--- config.mk ---
export PLATFORM = sky130hd
export DESIGN_NAME = llsc_monitor
export DESIGN_NICKNAME = d
export VERILOG_FILES = /design/src/rtl/llsc_pkg.sv /design/src/rtl/llsc_addr_match.sv /design/src/rtl/llsc_resv_reg.sv /design/src/rtl/llsc_monitor.sv
export SDC_FILE = /design/constraint.sdc
export NUM_CORES = 1
export LEC_CHECK = 0
export BUFFER_PORTS_ARGS = -buffer_cell sky130_fd_sc_hd__buf_2
export CAP_MARGIN = 10
export CORE_AREA = 2 2 72 74
export CTS_BUF_LIST = sky130_fd_sc_hd__clkbuf_16
export CTS_CLUSTER_DIAMETER = 60
export DETAILED_ROUTE_END_ITERATION = 8
export DIE_AREA = 0 0 74 76
export GPL_TIMING_DRIVEN = 0
export PLACE_DENSITY = 0.76
export SLEW_MARGIN = 20
export SYNTH_ARGS = -nofsm -noshare
export SYNTH_HDL_FRONTEND = slang
export SYNTH_HIERARCHICAL = 1
export SYNTH_SLANG_ARGS = --single-unit
--- constraint.sdc ---
create_clock -name clk -period 1.7 [get_ports clk]
set_clock_uncertainty 0.1 [all_clocks]
set_input_delay 0.255 -clock clk [delete_from_list [all_inputs] [get_ports clk]]
set_output_delay 0.255 -clock clk [all_outputs]
set_load 0.05 [all_outputs]
--- src/rtl/llsc_pkg.sv ---
package llsc_pkg;
   typedef enum logic [1:0] {
      OP_LOAD  = 2'd0,
      OP_STORE = 2'd1,
      OP_LINK  = 2'd2,
      OP_COND  = 2'd3
   } req_op_e;
endpackage

--- src/rtl/llsc_addr_match.sv ---
// Compares every snoop write address against the held reservation and
// against the address of the current request.
module llsc_addr_match #(
   parameter int ADDR_W    = 8,
   parameter int NUM_SNOOP = 2
) (
   input  logic [NUM_SNOOP-1:0]        snoop_valid,
   input  logic [NUM_SNOOP*ADDR_W-1:0] snoop_addr,
   input  logic [ADDR_W-1:0]           resv_addr,
   input  logic [ADDR_W-1:0]           req_addr,
   output logic                        hit_resv,
   output logic                        hit_req
);
   logic [NUM_SNOOP-1:0] hit_resv_v;
   logic [NUM_SNOOP-1:0] hit_req_v;

   for (genvar k = 0; k < NUM_SNOOP; k++) begin : g_port
      logic [ADDR_W-1:0] a;
      assign a             = snoop_addr[k*ADDR_W +: ADDR_W];
      assign hit_resv_v[k] = snoop_valid[k] && (a == resv_addr);
      assign hit_req_v[k]  = snoop_valid[k] && (a == req_addr);
   end

   assign hit_resv = |hit_resv_v;
   assign hit_req  = |hit_req_v;
endmodule

--- src/rtl/llsc_resv_reg.sv ---
// Single reservation register. Arming has priority over clearing.
module llsc_resv_reg #(
   parameter int ADDR_W = 8
) (
   input  logic              clk,
   input  logic              rst_n,
   input  logic              arm,
   input  logic [ADDR_W-1:0] arm_addr,
   input  logic              kill,
   output logic              resv_valid,
   output logic [ADDR_W-1:0] resv_addr
);
   always_ff @(posedge clk or negedge rst_n) begin
      if (!rst_n) begin
         resv_valid <= 1'b0;
         resv_addr  <= '0;
      end else if (arm) begin
         resv_valid <= 1'b1;
         resv_addr  <= arm_addr;
      end else if (kill) begin
         resv_valid <= 1'b0;
      end
   end
endmodule

--- src/rtl/llsc_monitor.sv ---
module llsc_monitor #(
   parameter int ADDR_W    = 8,
   parameter int DATA_W    = 32,
   parameter int NUM_SNOOP = 2
) (
   input  logic                        clk,
   input  logic                        rst_n,
   input  logic                        req_valid,
   input  logic [1:0]                  req_op,
   input  logic [ADDR_W-1:0]           req_addr,
   input  logic [DATA_W-1:0]           req_wdata,
   input  logic [NUM_SNOOP-1:0]        snoop_valid,
   input  logic [NUM_SNOOP*ADDR_W-1:0] snoop_addr,
   input  logic [DATA_W-1:0]           mem_rdata,
   output logic                        mem_we,
   output logic [ADDR_W-1:0]           mem_addr,
   output logic [DATA_W-1:0]           mem_wdata,
   output logic                        rd_valid,
   output logic [DATA_W-1:0]           rd_value
);
   import llsc_pkg::*;

   if (ADDR_W < 1 || ADDR_W > 32) begin : g_bad_addr_w
      initial $fatal(1, "llsc_monitor: ADDR_W must be 1..32");
   end
   if (DATA_W < 1) begin : g_bad_data_w
      initial $fatal(1, "llsc_monitor: DATA_W must be at least 1");
   end
   if (NUM_SNOOP < 1) begin : g_bad_snoop
      initial $fatal(1, "llsc_monitor: NUM_SNOOP must be at least 1");
   end

   req_op_e           op;
   logic              is_load, is_store, is_link, is_cond;
   logic              resv_valid;
   logic [ADDR_W-1:0] resv_addr;
   logic              snoop_hit_resv, snoop_hit_req;
   logic              addr_is_resv;
   logic              cond_pass;
   logic              arm, kill;

   assign op       = req_op_e'(req_op);
   assign is_load  = req_valid && (op == OP_LOAD);
   assign is_store = req_valid && (op == OP_STORE);
   assign is_link  = req_valid && (op == OP_LINK);
   assign is_cond  = req_valid && (op == OP_COND);

   llsc_addr_match #(.ADDR_W(ADDR_W), .NUM_SNOOP(NUM_SNOOP)) u_match (
      .snoop_valid (snoop_valid),
      .snoop_addr  (snoop_addr),
      .resv_addr   (resv_addr),
      .req_addr    (req_addr),
      .hit_resv    (snoop_hit_resv),
      .hit_req     (snoop_hit_req)
   );

   assign addr_is_resv = resv_valid && (resv_addr == req_addr);
   // A snoop write to the reserved word in the same cycle beats the store.
   assign cond_pass    = is_cond && addr_is_resv && !snoop_hit_resv;

   // A linked load whose own word is overwritten by a snoop in the same
   // cycle gets no reservation.
   assign arm  = is_link && !snoop_hit_req;
   assign kill = is_cond || is_link || snoop_hit_resv || (is_store && addr_is_resv);

   llsc_resv_reg #(.ADDR_W(ADDR_W)) u_resv (
      .clk        (clk),
      .rst_n      (rst_n),
      .arm        (arm),
      .arm_addr   (req_addr),
      .kill       (kill),
      .resv_valid (resv_valid),
      .resv_addr  (resv_addr)
   );

   assign mem_we    = is_store || cond_pass;
   assign mem_addr  = req_addr;
   assign mem_wdata = req_wdata;
   assign rd_valid  = is_load || is_link || is_cond;

   always_comb begin
      rd_value = '0;
      if (is_cond)
         rd_value[0] = cond_pass;
      else if (is_load || is_link)
         rd_value = mem_rdata;
   end
endmodule

After elaboration in Yosys (flattened, before gate mapping)
Index checks and enable logic that the tools add are counted.

Bits in registers: 9. Output and inout port bits: 74.

Eq/ne operators: 8. Multiplexer cells: 5. Reductions and logical operators: 25.

Operators with widths (number): == test 8 bit (5); 2-to-1 mux 32 bit (1); 2-to-1 mux 31 bit (1); logical AND 1 bit (13); logical OR 1 bit (6); == test 2 bit (second input constant) (2); OR reduction 2 bit (2); 2-to-1 mux 1 bit (3); == test 2 x 1 -> 1 bit (second input constant) (1); logical NOT 1 bit (2); logical NOT 2 bit (1); nonzero test 2 bit (1).

Depth between registers and ports, before layout
Depth in word-level cells: 7. Mapped depth: 8.

Modules after synthesis
Netlist, hierarchy kept.

Modules (own cells, without submodules): llsc_monitor (instances 1, cells an instance 98, area an instance 698.2 µm²); llsc_resv_reg (instances 1, cells an instance 20, area an instance 369.1 µm²); llsc_addr_match (instances 1, cells an instance 46, area an instance 357.8 µm²).

Worst setup path after synthesis
No wires, ideal clock.

Path kind: reg2out. Start point: register u_resv.resv_addr[1]. End point: output mem_we. Arrival time: 1.860 ns. Data required time: 1.345 ns. Setup slack: -0.515 ns. Stages on the path, launching flop included: 8. Path through: dfrtp_1 > xor2_1 > nor3_1 > nand4_1 > o21ai_1 > nor2b_1 > nand4_2 > a21oi_1.

Longest elaborated chain between the ends: 6.

Ends and longest elaborated chain: start: declaration (line llsc_resv_reg.sv:11) `output logic [ADDR_W-1:0] resv_addr`; start signal: assignment (line llsc_resv_reg.sv:19) `resv_addr <= arm_addr;`; == test 8 bit (line llsc_addr_match.sv:20) `assign hit_resv_v[k] = snoop_valid[k] && (a == resv_addr);`; logical AND 1 bit (line llsc_addr_match.sv:20); OR reduction 2 bit (*) (line llsc_addr_match.sv:24) `assign hit_resv = |hit_resv_v;`; named net snoop_hit_resv (line llsc_monitor.sv:37) `logic snoop_hit_resv, snoop_hit_req;`; logical NOT 1 bit (*) (line llsc_monitor.sv:59) `assign cond_pass = is_cond && addr_is_resv && !snoop_hit_resv;`; logical AND 1 bit (*) (line llsc_monitor.sv:59); logical OR 1 bit (*) (line llsc_monitor.sv:76) `assign mem_we = is_store || cond_pass;`; end: declaration (line llsc_monitor.sv:15) `output logic mem_we,`.

Mark *: on every way through the listed nets, which the timed path passes. The rest lies on a longest branch.

Worst setup path in the final report
Start point: register u_resv.resv_addr[4]. End point: output rd_value[0].

Longest elaborated chain between the ends: 6.

Ends and longest elaborated chain: == test 8 bit (line llsc_addr_match.sv:20); logical AND 1 bit (line llsc_addr_match.sv:20); OR reduction 2 bit (line llsc_addr_match.sv:24); logical NOT 1 bit (line llsc_monitor.sv:59); logical AND 1 bit (*) (line llsc_monitor.sv:59); 2-to-1 mux 1 bit (*) (line llsc_monitor.sv:83) `if (is_cond)`; end: declaration (line llsc_monitor.sv:19) `output logic [DATA_W-1:0] rd_value`.

Every way passes the cells marked *; elsewhere a longest branch is shown, timed or not.

==> flow_summary.ini <==
[worst_setup_path]
crit_required_ns = 1.34
timing.rr.start = u_resv/resv_addr[5]$_DFFE_PN0P_
crit_fanout = 4
crit_start = u_resv/resv_addr[4]$_DFFE_PN0P_
crit_chain = buf_4 > xor2_1 > nor3_2 > buf_4 > nand4_4 > o31ai_4 > buf_6
r2r_setup_slack_ns = -0.30
rr_worst_depth = 10
crit_path_start_kind = register
slowest_stage = dfrtp_2
path_class = register to output pin
reg2reg_to = u_resv/resv_valid$_DFFE_PN0P_
crit_path_end_kind = output pin
slowest_delay_ns = 0.43
cp.arrival_ns = 1.83
cpMostUsedCell = buf_4

[yosys]
synth-xor-area-share_pct = 24.6
synth_seq_area_share_pct = 15.8
synth.distinct_cells = 27
synth_compound_area_share_pct = 3.69
yosys.area_share.simple_pct = 24.3
yosysTopAreaCell = buf_4
synth_top_area_share_pct = 21.1
synthMuxAreaShare_pct = 8.43
synth_seq_cells = 9
synth_top_family_by_area = XOR/XNOR gates
synthCells = 164
syn-cell-area_um2 = 1430
synthAdderAreaFrac_pct = 0
yosysWarnings = 6
synth.avg_cell_area_um2 = 8.69
synth_nets = 259
synthTopCellsByArea = buf_4, xor2_1, dfrtp_1

[cts]
cts_tree = done
cts_sinks = 9
cts_root_buf = clkbuf_16
ctsHtreeMaxLevel = 1
ctsLongestPathBuffers = 2
numCtsBuffers = 3
clkLatencyLatePin_ns = 0.24
clkTransAtPathRegs_ns = 0.04

[floorplanning]
rows = 26
die_h_um = 76
core_area_um2 = 4910
design.portCount = 169
die_w_um = 74
die-area_um2 = 5620
start_util_pct = 29.0

[route]
drc_errors = 0
num_vias = 1584
wl_per_cell_um = 12.1
antenna_left = 0
drtIter0Drc = 18
first_pass_iters = 4
wl_mm = 4.63
vias_per_cell = 4.14

[grt]
grt_usage_pct = 14.8
antenna_found_initial = 0
grt_max_degree = 11
grt_pass1_wl_mm = 6.67
grt_pass1_vias = 1503
overflow = 0

[layout]
syn_to_final_growth_pct = 73.0
fin_util_pct = 50.2
ff_latch_area_um2 = 231
n_antenna_cell = 0
final_cell_mix = buf_2, buf_4, and2_1
mostFrequentLayoutCell = buf_2
multi_input_area_um2 = 963
num-fill-cells = 458
drive_gt1_share_pct = 70.6
fin_area_um2 = 2460
nNetsFinal = 409

[place]
place_ws_ns = -0.395
place_area_um2 = 2210
port_buffers = 136
hpwl_mm = 3.74
gp_congestion = 0.802

[sta]
drv_slew = 0
fmax_mhz = 458
max_slew_margin_pct = 78.5
rsz0062_at_grt = true
finalCriticalPeriod_ns = 2.18
hold_violations = 0
finalCritPeriodShare_pct = 128
setup_slack_ns = -0.483
fin_setup_tns_ns = -1.22
worstMarginPinSlew_ns = 0.320
setup_viol = 3

[power_and_ir_drop]
total_power_mw = 1.67
power_density_nw_per_um2 = 677
p_leak_nw = 1.36
peakVddDrop_v = 0.000525

[min_path]
holdCritPathClass = input port to register
min_delay_worst_endpoint = u_resv/resv_addr[4]$_DFFE_PN0P_
hold_start = req_addr[4]
hold_depth = 2

[flow_run]
maxCapViolCount = 0

[run_status]
status = finished with violations
violations = negative setup slack
==> Yosys cell counts, drive strengths merged <==
cell type and instances:
a21boi 1, a21o 1, a21oi 1, a311oi 1, and2 31, and3 1
buf 41, clkbuf 3, dfrtp 9, inv 2, mux2 8, nand2 2
nand3 4, nand4 3, nor2 2, nor2b 2, nor3 3, nor3b 1
nor4 5, o21ai 2, o31ai 1, xnor2 11, xor2 29
==> worst max path at each step <==
stage                        endpoint  slack (ns)  cells past startpoint
after floorplan                mem_we       -0.24                      7
after global placement    rd_value[0]       -0.37                      8
after detailed placement  rd_value[0]       -0.40                      8
after CTS                 rd_value[0]       -0.51                      8
after global routing      rd_value[0]       -0.56                      8
final                     rd_value[0]       -0.48                      7
==> what timing repair did <==
action | CTS | global route
buffers inserted | 7 | 3
hold endpoints to repair | 9 | 0
setup endpoints to repair | 32 | 15
hold buffers | 1 | 0
resized for setup | 9 | 20
pin swaps | 6 | 11
cloned | 0 | 1
==> worst max-delay path, delay by kind of cell, from the launching register on <==
kind / cells / cell delay [ns]
xor gates and xnor gates: 1 / 0.15
and+or+nand+nor: 2 / 0.30
AOI/OAI and AO/OA: 1 / 0.21
DFF: 1 / 0.43
buffers and inverters: 3 / 0.49
==> kinds of logic after synthesis <==
logic type / Yosys count
multiplexers: 8
AO/OA/AOI/OAI: 7
flip-flops: 9
AND/OR/NAND/NOR: 54
XOR/XNOR: 40
buffers and inverters: 46
==> layout make-up <==
cell class | instances | area share, %
Multi-Input combinational cell | 109 | 39.1
Timing Repair Buffer | 145 | 31.2
Buffer | 44 | 13.2
Sequential cell | 9 | 9.39
Tap cell | 70 | 3.55
Clock buffer | 3 | 3.05
Inverter | 2 | 0.305
Clock inverter | 1 | 0.152
==> metrics by stage <==
stage | hold WS [ns] | cells
after detailed placement | 0.0247 | 370
after floorplan | -0.141 | 164
after global placement | 0.0208 | 370
final | 0.248 | 383
after global routing | 0.265 | 383
after CTS | 0.251 | 379
==> flip-flops by register name, indices dropped and copies added, names as in the netlist <==
name               cells
u_resv/resv_addr       8
u_resv/resv_valid      1
==> per-layer routing <==
layer	share of wire, %	wire (um)	global-route usage [%]	vias up
met5	0	0	0	-
met4	1.5	71	3.64	0
met2	55	2560	30.0	85
li1	-	-	-	785
met3	7.7	358	1.98	6
met1	35	1640	15.0	708
==> power by group <==
group / internal (mW) / switching (mW)
registers: 0.260 / 0.0649
clock network: 0.308 / 0.115
logic: 0.378 / 0.543
(Power assumes the default switching activity.)
